<file path="src/rtl/i2c_rs_pkg.sv">
package i2c_rs_pkg;
   typedef enum logic [2:0] {
      RS_IDLE,
      RS_PULL_SCL,
      RS_SDA_REL,
      RS_SCL_REL,
      RS_BOTH_HI,
      RS_SDA_DRV
   } rs_state_e;
endpackage

</file>
<file path="src/rtl/i2c_rs_sync.sv">
module i2c_rs_sync #(
   parameter int WIDTH  = 2,
   parameter int STAGES = 2
) (
   input  logic             clk,
   input  logic             rst_n,
   input  logic [WIDTH-1:0] d,
   output logic [WIDTH-1:0] q
);
   localparam int LAST = STAGES - 1;

   logic [STAGES-1:0][WIDTH-1:0] stg;

   if (STAGES < 2) begin : g_bad_stages
      $error("i2c_rs_sync needs at least two stages");
   end

   always_ff @(posedge clk or negedge rst_n) begin
      if (!rst_n) stg <= '1;
      else        stg <= {stg[STAGES-2:0], d};
   end

   assign q = stg[LAST];
endmodule

</file>
<file path="src/rtl/i2c_rs_brg.sv">
module i2c_rs_brg #(
   parameter int W = 7
) (
   input  logic         clk,
   input  logic         rst_n,
   input  logic         load,
   input  logic [W-1:0] reload,
   output logic         tick
);
   logic [W-1:0] cnt;
   logic         run;

   if (W < 1) begin : g_bad_width
      $error("i2c_rs_brg width must be positive");
   end

   always_ff @(posedge clk or negedge rst_n) begin
      if (!rst_n) begin
         cnt <= '0;
         run <= 1'b0;
      end else if (load) begin
         cnt <= reload;
         run <= 1'b1;
      end else if (run) begin
         if (cnt == '0) run <= 1'b0;
         else           cnt <= cnt - 1'b1;
      end
   end

   assign tick = run && (cnt == '0);
endmodule

</file>
<file path="src/rtl/i2c_rstart_seq.sv">
module i2c_rstart_seq
   import i2c_rs_pkg::*;
#(
   parameter int RLD_W       = 7,
   parameter int CTL_W       = 5,
   parameter int RS_BIT      = 1,
   parameter int DATA_W      = 8,
   parameter int SYNC_STAGES = 2
) (
   input  logic              clk,
   input  logic              rst_n,
   input  logic              ctl_wr,
   input  logic [CTL_W-1:0]  ctl_wdata,
   output logic [CTL_W-1:0]  ctl_rdata,
   input  logic              other_busy,
   input  logic [RLD_W-1:0]  reload,
   input  logic              tx_wr,
   input  logic [DATA_W-1:0] tx_wdata,
   output logic [DATA_W-1:0] tx_data,
   input  logic              clr_flags,
   input  logic              scl_in,
   input  logic              sda_in,
   output logic              scl_oe,
   output logic              sda_oe,
   output logic              busy,
   output logic              start_det,
   output logic              irq,
   output logic              bcol,
   output logic              wcol
);
   localparam logic [CTL_W-1:0] RS_MASK = CTL_W'(1) << RS_BIT;

   if (RS_BIT >= CTL_W) begin : g_bad_rsbit
      $error("request bit outside control register");
   end

   rs_state_e   st, st_n;
   logic [1:0]  sync_q;
   logic        s_scl, s_sda, prev_sda;
   logic        brg_load, brg_tick;
   logic        accept, done, coll, sda_hold;
   logic [CTL_W-1:0] ctl_q;

   i2c_rs_sync #(.WIDTH(2), .STAGES(SYNC_STAGES)) u_sync (
      .clk(clk), .rst_n(rst_n), .d({scl_in, sda_in}), .q(sync_q)
   );
   assign s_scl = sync_q[1];
   assign s_sda = sync_q[0];

   i2c_rs_brg #(.W(RLD_W)) u_brg (
      .clk(clk), .rst_n(rst_n), .load(brg_load), .reload(reload), .tick(brg_tick)
   );

   assign busy   = (st != RS_IDLE);
   assign accept = !busy && ctl_wr && ctl_wdata[RS_BIT] && !other_busy;

   always_comb begin
      st_n     = st;
      brg_load = 1'b0;
      done     = 1'b0;
      coll     = 1'b0;
      unique case (st)
         RS_IDLE:     if (accept) st_n = RS_PULL_SCL;
         RS_PULL_SCL: if (!s_scl) begin
                         brg_load = 1'b1;
                         st_n     = RS_SDA_REL;
                      end
         RS_SDA_REL:  if (brg_tick) begin
                         if (s_sda) st_n = RS_SCL_REL;
                         else       brg_load = 1'b1;
                      end
         RS_SCL_REL:  if (s_scl) begin
                         if (!s_sda) coll = 1'b1;
                         else begin
                            brg_load = 1'b1;
                            st_n     = RS_BOTH_HI;
                         end
                      end
         RS_BOTH_HI:  if (!s_scl) coll = 1'b1;
                      else if (brg_tick) begin
                         brg_load = 1'b1;
                         st_n     = RS_SDA_DRV;
                      end
         RS_SDA_DRV:  if (brg_tick) done = 1'b1;
         default:     st_n = RS_IDLE;
      endcase
      if (done || coll) st_n = RS_IDLE;
   end

   always_ff @(posedge clk or negedge rst_n) begin
      if (!rst_n) begin
         st        <= RS_IDLE;
         ctl_q     <= '0;
         tx_data   <= '0;
         prev_sda  <= 1'b1;
         sda_hold  <= 1'b0;
         irq       <= 1'b0;
         bcol      <= 1'b0;
         wcol      <= 1'b0;
         start_det <= 1'b0;
      end else begin
         st       <= st_n;
         prev_sda <= s_sda;
         if (!busy && ctl_wr) begin
            ctl_q         <= ctl_wdata;
            ctl_q[RS_BIT] <= ctl_wdata[RS_BIT] && !other_busy;
         end
         if (done || coll) ctl_q[RS_BIT] <= 1'b0;
         if (tx_wr && !busy) tx_data <= tx_wdata;
         if (done)                      sda_hold <= 1'b1;
         else if (clr_flags || accept)  sda_hold <= 1'b0;
         if (done)           irq <= 1'b1;
         else if (clr_flags) irq <= 1'b0;
         if (coll)           bcol <= 1'b1;
         else if (clr_flags) bcol <= 1'b0;
         if (tx_wr && busy)  wcol <= 1'b1;
         else if (clr_flags) wcol <= 1'b0;
         if (prev_sda && !s_sda && s_scl) start_det <= 1'b1;
         else if (clr_flags)              start_det <= 1'b0;
      end
   end

   assign scl_oe    = (st == RS_PULL_SCL) || (st == RS_SDA_REL);
   assign sda_oe    = (st == RS_SDA_DRV) || sda_hold;
   assign ctl_rdata = ctl_q;

   p_req_pulls_scl_r1: assert property (@(posedge clk) disable iff (!rst_n)
      $rose(busy) |-> (scl_oe && !sda_oe));

   p_ctl_locked_r7: assert property (@(posedge clk) disable iff (!rst_n)
      (busy && ctl_wr) |=> ((ctl_rdata | RS_MASK) == ($past(ctl_rdata) | RS_MASK)));

   p_tx_locked_r6: assert property (@(posedge clk) disable iff (!rst_n)
      (busy && tx_wr) |=> (wcol && (tx_data == $past(tx_data))));

   p_done_holds_sda_r4: assert property (@(posedge clk) disable iff (!rst_n)
      $rose(irq) |-> (sda_oe && !busy));

   p_req_clears_r4: assert property (@(posedge clk) disable iff (!rst_n)
      $fell(busy) |-> !ctl_rdata[RS_BIT]);

   p_coll_releases_r8: assert property (@(posedge clk) disable iff (!rst_n)
      $rose(bcol) |-> (!scl_oe && !sda_oe && !busy && !$rose(irq)));
endmodule

</file>
<file path="config.mk">
export PLATFORM = sky130hd
export DESIGN_NAME = i2c_rstart_seq
export DESIGN_NICKNAME = d
export VERILOG_FILES = /design/src/rtl/i2c_rs_pkg.sv /design/src/rtl/i2c_rs_sync.sv /design/src/rtl/i2c_rs_brg.sv /design/src/rtl/i2c_rstart_seq.sv
export SDC_FILE = /design/constraint.sdc
export NUM_CORES = 1
export LEC_CHECK = 0
export BUFFER_PORTS_ARGS = -buffer_cell sky130_fd_sc_hd__buf_2
export CAP_MARGIN = 20
export CORE_MARGIN = 2
export CORE_UTILIZATION = 50
export CTS_BUF_LIST = sky130_fd_sc_hd__clkbuf_4
export DETAILED_ROUTE_END_ITERATION = 8
export HOLD_SLACK_MARGIN = 0.02
export PLACE_DENSITY = 0.77
export SLEW_MARGIN = 20
export SYNTH_ARGS = -nofsm -noshare
export SYNTH_HDL_FRONTEND = slang
export SYNTH_SLANG_ARGS = --single-unit
</file>
<file path="constraint.sdc">
create_clock -name clk -period 5.2 [get_ports clk]
set_clock_uncertainty 0.15 [all_clocks]
set_input_delay 0 -clock clk [delete_from_list [all_inputs] [get_ports clk]]
set_output_delay 0 -clock clk [all_outputs]
set_load 0.005 [all_outputs]
</file>
==> run_results.csv, run 1 <==
group,metric,value,unit
floorplanning,fp.coreArea,3280,µm²
clock_network,cts_buffers,5,
worst_setup_path,path_class,"reg -> reg",
drt,num_vias,1370,
worst_setup_path,r2r-start,"st[2]",
power_and_ir_drop,p_leak,1.13,nW
synth,synthArstFlopShare,100,%
synth,synth_cell_types,39,
timing,fmax,0.433,GHz
synth,ys_warn_count,0,
clock_network,numClockSinks,34,
synth,synth_edf_count,0,
worst_setup_path,startpoint_type,"register",
final_layout,final_cell_mix,"buf_2 (47), dlygate4sd3_1 (31), dfrtp_1 (29)",
synth,ys_ff_latch,34,
worst_setup_path,slowest_delay,550,ps
final_layout,fillers,239,
grt,first_global_vias,1339,
clock_network,insertion_delay,340,ps
outcome,status,"completed",
drt,drtIter0Drc,60,
synth,syn_nets,174,
drt,postRouteAntennaNets,0,
placed_design,place.gp.congestion,0.826,
drt,wl_per_cell,13.7,µm
clock_network,clockBufferDepth,2,
worst_setup_path,crit_required,5280,ps
drt,wl,3.72,mm
timing,period_minus_slack,2310,ps
final_layout,area_growth,40.7,%
floorplanning,die_x,62.0,µm
synth,synth_top_area_share,43.2,%
synth,syn_area_per_cell,11.7,µm²
synth,yosysTopAreaCell,"dfrtp_1",
power_and_ir_drop,peakVddDrop,0.000277,V
worst_setup_path,path_buf_inv,1,
timing,finalCritPeriodShare,44.4,%
final_layout,seq_area,857,µm²
timing,whs,94.6,ps
worst_hold_path,hold_class,"in -> async",
clock_network,htree_levels,2,
synth,post_synth_instance_area,1680,µm²
worst_setup_path,crit_family,"simple AND/OR/NAND/NOR gates",
floorplanning,rows,21,
flow_run,drv_cap,0,
timing,worst_pin_slew,724,ps
placed_design,port-buffer-count,47,
clock_network,clkTransAtPathRegs,110,ps
worst_setup_path,cp.arrival,2390,ps
synth,yosysSeqAreaShare,51.0,%
grt,overflow,0,
timing,finalSetupViolations,0,
grt,grt_usage,22.3,%
worst_setup_path,r2r_setup_slack,2890,ps
final_layout,diodes,0,
timing,hold_violations,0,
final_layout,final_common_cell,"buf_2",
grt,grt_max_degree,35,
worst_setup_path,worst_setup_path_end_kind,"register",
floorplanning,fp.dieH,62.0,µm
floorplanning,dieArea,3840,µm²
synth,synth_area_leaders,"dfrtp_1 (43%), mux2_2 (12%), dfstp_2 (7.8%), inv_1 (2.7%), mux2_4 (2.7%)",
timing,slew_viol_final,0,
power_and_ir_drop,power_density,542,nW/µm²
drt,dr.pass1.iters,4,
synth,synth_cells,144,
drt,drcViolationCount,0,
grt,grt_pass1_wl,6.05,mm
clock_network,cts_tree,"built",
worst_setup_path,reg2reg_to,"ctl_rdata[0]",
floorplanning,initial_utilization,51.2,%
clock_network,post_cts.repair.setup_buffers,0,
worst_setup_path,worstPathCellList,"nor3_1 > nand2_1 > mux2_2 > dlygate4sd3_1",
timing,setup_tns,0,ps
worst_setup_path,reg2regPathDepth,4,
placed_design,hpwl,2.47,mm
timing,worst_slew_margin_rel,51.7,%
synth,synthFlopType,"dfrtp_1",
worst_setup_path,path_depth,4,
clock_network,clock-root-buffer,"clkbuf_4",
worst_setup_path,crit_path_top_delay_cell,"dlygate4sd3_1",
final_layout,final_nets,255,
drt,via_per_inst,5.04,
final_layout,multi_input_area,757,µm²
timing,rsz0062_at_grt,"false",
final_layout,drive_gt1_share,38.5,%
floorplanning,ios,48,
worst_setup_path,crit_fanout,12,
grt,antenna_found_initial,0,
## power by group
group,leakage (nW),switching [W],internal (W)
logic,0.673,0.000226,0.000334
registers,0.404,0.000111,0.000370
clock network,0.0528,0.0000910,0.000148
## through the flow
stage	setup WS (ps)	power, W	util, %	std cells	area [µm²]
after floorplan	3170	0.000840	-	144	1680
after global placement	3090	0.000959	59.4	233	1950
after detailed placement	2940	0.000994	59.4	233	1950
after CTS	2900	0.00128	72.0	272	2360
after global routing	2700	0.00138	72.0	272	2360
final	2890	0.00128	72.0	272	2360
## synthesized netlist by cell type (all sizes together) (3+ instances only)
cell type / count
xnor2: 3
nand2b: 4
o21ai: 5
a21o: 3
dfrtp: 29
inv: 12
buf: 3
nor2b: 3
nor2: 4
mux2: 21
a21oi: 5
dfstp: 5
nand2: 11
and2: 3
nand3: 5
## flip-flops by register name, summed over array words and instances, names as in the netlist
name	cells
prev_sda	1
u_brg.cnt	7
start_det	1
sda_hold	1
ctl_rdata	5
irq	1
st	3
wcol	1
u_sync.stg	2
u_brg.run	1
u_sync.q	2
tx_data	8
bcol	1
## worst register-to-register path: stages, from the launching register on
cell           delay, ps
dfrtp_1              530
nor3_1               410
nand2_1              230
mux2_2               330
dlygate4sd3_1        550
## how the worst max path moves through the flow
stage / end / start / slack [ps]
3_5_place_dp: st[1] / u_brg.cnt[0] / 2940
3_3_place_gp: st[1] / u_brg.cnt[0] / 3090
5_1_grt: ctl_rdata[4] / st[0] / 2700
4_1_cts: st[1] / u_brg.cnt[0] / 2900
6_report: ctl_rdata[0] / st[2] / 2890
2_1_floorplan: st[1] / u_brg.cnt[0] / 3170
## cell type report
class                      count  area share (%)
clock buffer                   5            1.59
clock inverter                 3            2.70
inverter                      12            1.91
multi-input combinational     94            32.0
sequential                    34            36.3
tap                           46            2.44
timing repair buffer          78            23.1
## per-layer routing
metal | global-route usage, % | routed length (µm)
met2 | 37.5 | 1990
met3 | 7.04 | 145
met1 | 26.6 | 1510
met5 | 0 | 0
met4 | 8.81 | 72
## repair_timing
action,in CTS,in global routing
endpoints found under the setup margin,0,0
resized for setup,0,0
hold buffers,31,0
hold endpoints to repair,61,0
## kinds of logic after synthesis
| group | synth area share [%] |
|---|---|
| AO/OA/AOI/OAI | 9.60 |
| XOR/XNOR | 1.56 |
| adder cells (fa/ha/maj) | 1.49 |
| buffers and inverters | 3.95 |
| flip-flops | 51.0 |
| multiplexers | 15.9 |
| AND/OR/NAND/NOR | 16.5 |
(Power assumes the default switching activity.)
==> run 2: changes to the inputs <==
Clock period 5.2 ns to 2.35 ns, I/O delays scaled along.
==> run_results.csv, run 2 (synthesis gave the netlist of run 1 again) <==
group,metric,value,unit
floorplanning,rows,21,
outcome,status,"completed",
worst_setup_path,reg2reg_to,"ctl_rdata[2]",
drt,wl_per_cell,14.2,µm
worst_setup_path,crit_path_start,"st[2]",
drt,drcViolationCount,0,
grt,grt_pass1_wl,6.01,mm
worst_hold_path,hold_class,"in -> async",
power_and_ir_drop,p_leak,1.13,nW
floorplanning,initial_utilization,51.2,%
timing,period_minus_slack,2200,ps
floorplanning,fp.dieH,62.0,µm
final_layout,final_nets,255,
floorplanning,fp.coreArea,3280,µm²
worst_setup_path,path_class,"reg -> reg",
timing,worst_pin_slew,748,ps
floorplanning,dieArea,3840,µm²
timing,rsz0062_at_grt,"false",
clock_network,cts_tree,"built",
timing,fmax,0.454,GHz
clock_network,clkTransAtPathRegs,110,ps
drt,postRouteAntennaNets,0,
worst_setup_path,cp.arrival,2290,ps
timing,slew_viol_final,0,
drt,wl,3.87,mm
clock_network,clock-root-buffer,"clkbuf_4",
flow_run,drv_cap,0,
placed_design,place.gp.congestion,0.804,
final_layout,final_cell_mix,"buf_2 (47), dlygate4sd3_1 (31), dfrtp_1 (29)",
grt,first_global_vias,1329,
clock_network,clockBufferDepth,2,
timing,worst_slew_margin_rel,50.1,%
timing,hold_violations,0,
timing,setup_tns,0,ps
power_and_ir_drop,peakVddDrop,0.000645,V
final_layout,postLayoutCoreUtil,71.7,%
clock_network,insertion_delay,330,ps
grt,overflow,0,
drt,num_vias,1365,
final_layout,diodes,0,
clock_network,htree_levels,2,
timing,finalSetupViolations,0,
worst_setup_path,crit_required,2430,ps
worst_setup_path,crit_fanout,12,
clock_network,numClockSinks,34,
grt,grt_max_degree,35,
final_layout,largest_reg_flops,8,
final_layout,final_common_cell,"buf_2",
timing,finalCritPeriodShare,93.7,%
drt,via_per_inst,5.02,
worst_setup_path,r2r-start,"st[2]",
final_layout,regMostFlops,"tx_data",
placed_design,hpwl,2.53,mm
worst_setup_path,startpoint_type,"register",
grt,grt_usage,22.2,%
floorplanning,die_x,62.0,µm
grt,antenna_found_initial,0,
worst_setup_path,r2r_setup_slack,150,ps
placed_design,port-buffer-count,47,
drt,drtIter0Drc,73,
floorplanning,ios,48,
worst_setup_path,worst_setup_path_end_kind,"register",
clock_network,cts_buffers,5,
drt,dr.pass1.iters,4,
power_and_ir_drop,power_density,1170,nW/µm²
worst_setup_path,reg2regPathDepth,4,
final_layout,area_growth,40.1,%
final_layout,drive_gt1_share,38.9,%
[run 2: changes by cell type in the layout (fill, tap and decap cells not counted)]
cell,previous run,this run
bufinv_16,2,1
clkbuf_4,5,6
nor3_1,1,0
nor3_2,0,1
nor4b_2,1,0
nor4b_4,0,1
[run 2: through the flow]
step / hold WS [ps] / total power (W) / setup WS (ps) / instance area (µm²) / cells
after CTS: 102 / 0.00274 / 81.2 / 2340 / 272
after detailed placement: -44.6 / 0.00220 / 104 / 1950 / 233
final: 98.1 / 0.00276 / 148 / 2350 / 272
after floorplan: -446 / 0.00186 / 321 / 1680 / 144
after global placement: -55.7 / 0.00212 / 233 / 1950 / 233
after global routing: 137 / 0.00298 / 45.7 / 2350 / 272
[run 2: timing repair]
| action | 4_1_cts | 5_1_grt |
|---|---|---|
| setup buffers | 0 | 0 |
| gates resized for setup | 0 | 2 |
| hold buffers | 31 | 0 |
| endpoints found under the hold margin | 61 | 0 |
| endpoints found under the setup margin | 0 | 5 |
[run 2: cell type report]
| type | count | area (µm²) |
|---|---|---|
| well taps | 46 | 57.6 |
| clock inverters | 2 | 33.8 |
| clock buffers | 6 | 45.0 |
| inverters | 12 | 45.0 |
| multi-input cells | 94 | 771 |
| repair buffers | 78 | 546 |
| flip-flops and latches | 34 | 857 |
| fillers | 234 | 930 |
[run 2: per-layer routing]
layer / routed length, µm / vias up / global-route usage, % / part of all wire, %
met5: 0 / - / 0 / 0
met4: 53 / 0 / 9.12 / 1.4
met3: 148 / 8 / 5.80 / 3.8
met2: 2120 / 40 / 38.4 / 55
met1: 1550 / 648 / 26.1 / 40
li1: - / 669 / - / -
[run 2: power by group]
group          switching [W]  total (W)  internal, W
clock               0.000189   0.000422     0.000233
sequential          0.000260    0.00108     0.000819
combinational       0.000508    0.00126     0.000748
[run 2: worst max-delay path, cell delays in order (launching register included)]
cell	delay, ps
dfrtp_1	530
nor3_2	340
nand2_1	210
mux2_2	310
dlygate4sd3_1	570
[run 2: how the worst max path moves through the flow]
| stage | endpoint | slack [ps] |
|---|---|---|
| 6_report | ctl_rdata[2] | 150 |
| 5_1_grt | st[1] | 50 |
| 4_1_cts | st[1] | 80 |
| 3_5_place_dp | st[1] | 100 |
| 3_3_place_gp | st[1] | 230 |
| 2_1_floorplan | st[1] | 320 |
==> run 3: changes to the inputs <==
Settings changed: BUFFER_PORTS_ARGS -buffer_cell sky130_fd_sc_hd__buf_2 to not set, CORE_UTILIZATION 50 to 47, DONT_BUFFER_PORTS set to 1, PLACE_DENSITY 0.77 to not set.
==> run_results.csv, run 3 (synthesis gave the netlist of run 1 again) <==
group,metric,value,unit
worst_hold_path,hold_class,"in -> reg",
clock_network,clock-root-buffer,"clkbuf_4",
flow_run,drv_cap,0,
clock_network,post_cts.repair.setup_buffers,0,
floorplanning,ios,48,
timing,finalCritPeriodShare,92.1,%
timing,period_minus_slack,2160,ps
clock_network,insertion_delay,330,ps
grt,grt_usage,19.0,%
worst_setup_path,startpoint_type,"register",
drt,dr.pass1.iters,4,
final_layout,seq_area,857,µm²
final_layout,final_nets,210,
timing,worst_pin_slew,527,ps
drt,wl_per_cell,15.1,µm
floorplanning,fp.dieH,63.8,µm
power_and_ir_drop,power_density,1160,nW/µm²
grt,grt_pass1_wl,5.98,mm
placed_design,hpwl,2.28,mm
floorplanning,fp.coreArea,3390,µm²
placed_design,port-buffer-count,0,
final_layout,regMostFlops,"tx_data",
floorplanning,rows,21,
final_layout,drive_gt1_share,24.9,%
final_layout,multi_input_area,771,µm²
drt,wl,3.44,mm
drt,num_vias,1214,
final_layout,postLayoutCoreUtil,62.9,%
grt,grt_max_degree,30,
final_layout,diodes,0,
drt,via_per_inst,5.35,
timing,worst_slew_margin_rel,64.4,%
worst_setup_path,crit_required,2410,ps
final_layout,largest_reg_flops,8,
grt,antenna_found_initial,0,
clock_network,clkTransAtPathRegs,110,ps
clock_network,cts_buffers,5,
drt,drcViolationCount,0,
power_and_ir_drop,p_leak,0.945,nW
timing,slew_viol_final,0,
power_and_ir_drop,peakVddDrop,0.000551,V
worst_setup_path,crit_fanout,13,
timing,finalSetupViolations,0,
floorplanning,die_x,63.8,µm
clock_network,htree_levels,2,
final_layout,final_common_cell,"dlygate4sd3_1",
clock_network,numClockSinks,34,
clock_network,clockBufferDepth,2,
power_and_ir_drop,p_total,0.00248,W
floorplanning,dieArea,4070,µm²
timing,hold_violations,0,
final_layout,area_growth,27.0,%
worst_setup_path,worst_setup_path_end_kind,"register",
floorplanning,initial_utilization,49.6,%
outcome,status,"completed",
timing,setup_tns,0,ps
placed_design,place.gp.congestion,0.851,
final_layout,final_cell_mix,"dlygate4sd3_1 (30), dfrtp_1 (29), mux2_2 (18)",
clock_network,cts_tree,"built",
timing,fmax,0.462,GHz
drt,drtIter0Drc,51,
worst_setup_path,path_class,"reg -> reg",
drt,postRouteAntennaNets,0,
timing,rsz0062_at_grt,"false",
final_layout,fillers,283,
grt,overflow,0,
grt,first_global_vias,1263,
worst_setup_path,cp.arrival,2230,ps
## run 3: cell count changes in the layout (fill, tap and decap cells not counted)
cell	previous run	this run
buf_2	47	0
buf_12	0	2
clkinv_2	0	2
buf_4	0	1
bufinv_16	1	0
clkinv_1	1	0
dlygate4sd3_1	31	30
## run 3: layer usage
metal / part of all wire [%] / track usage [%] / routed length (µm) / vias up
met2: 50 / 30.7 / 1720 / 49
met3: 6.9 / 5.46 / 236 / 6
li1: - / - / - / 573
met4: 1.7 / 6.52 / 59 / 0
met5: 0 / 0 / 0 / -
met1: 41 / 24.4 / 1420 / 586
## run 3: worst max-delay path, cell delays in order (launching register included)
cell and delay (ps):
dfrtp_1 540, nor3_2 300, nand2_1 200, mux2_2 310
dlygate4sd3_1 560
## run 3: path summary, 6_finish.rpt
path                               start      endpoint  slack, ps  cells past startpoint
hold reg to reg            u_sync.stg[1]   u_sync.q[1]        210                      0
setup / recovery                   st[0]  ctl_rdata[4]        190                      4
hold / removal                other_busy         st[0]         40                      4
setup reg to reg                   st[0]  ctl_rdata[4]        190                      4
min in group asynchronous          rst_n         st[0]         60                      3
max in group asynchronous          rst_n  u_brg.cnt[6]       1810                      3
## run 3: cell type report
class / count / share of cell area (%)
Clock inverter: 2 / 0.469
Clock buffer: 6 / 2.11
Multi-Input combinational cell: 94 / 36.1
Tap cell: 46 / 2.70
Timing Repair Buffer: 33 / 16.3
Inverter: 12 / 2.11
Sequential cell: 34 / 40.2
## run 3: report_power, final
| group | switching [W] | internal (W) | total [W] |
|---|---|---|---|
| logic | 0.000440 | 0.000641 | 0.00108 |
| clock network | 0.000185 | 0.000126 | 0.000311 |
| registers | 0.000267 | 0.000821 | 0.00109 |
## run 3: repair_timing
item	4_1_cts	5_1_grt
hold endpoints to repair	63	0
hold buffers	32	0
gates resized for setup	0	2
setup endpoints to repair	0	5
## run 3: stage by stage
stage	cells	setup slack [ps]	hold slack, ps	area (µm²)
floorplan	144	321	-446	1680
global placement	187	228	-445	1720
detailed placement	187	152	-444	1720
CTS	227	41.1	29.1	2120
global route	227	53.1	42.1	2130
finish	227	185	39.2	2130
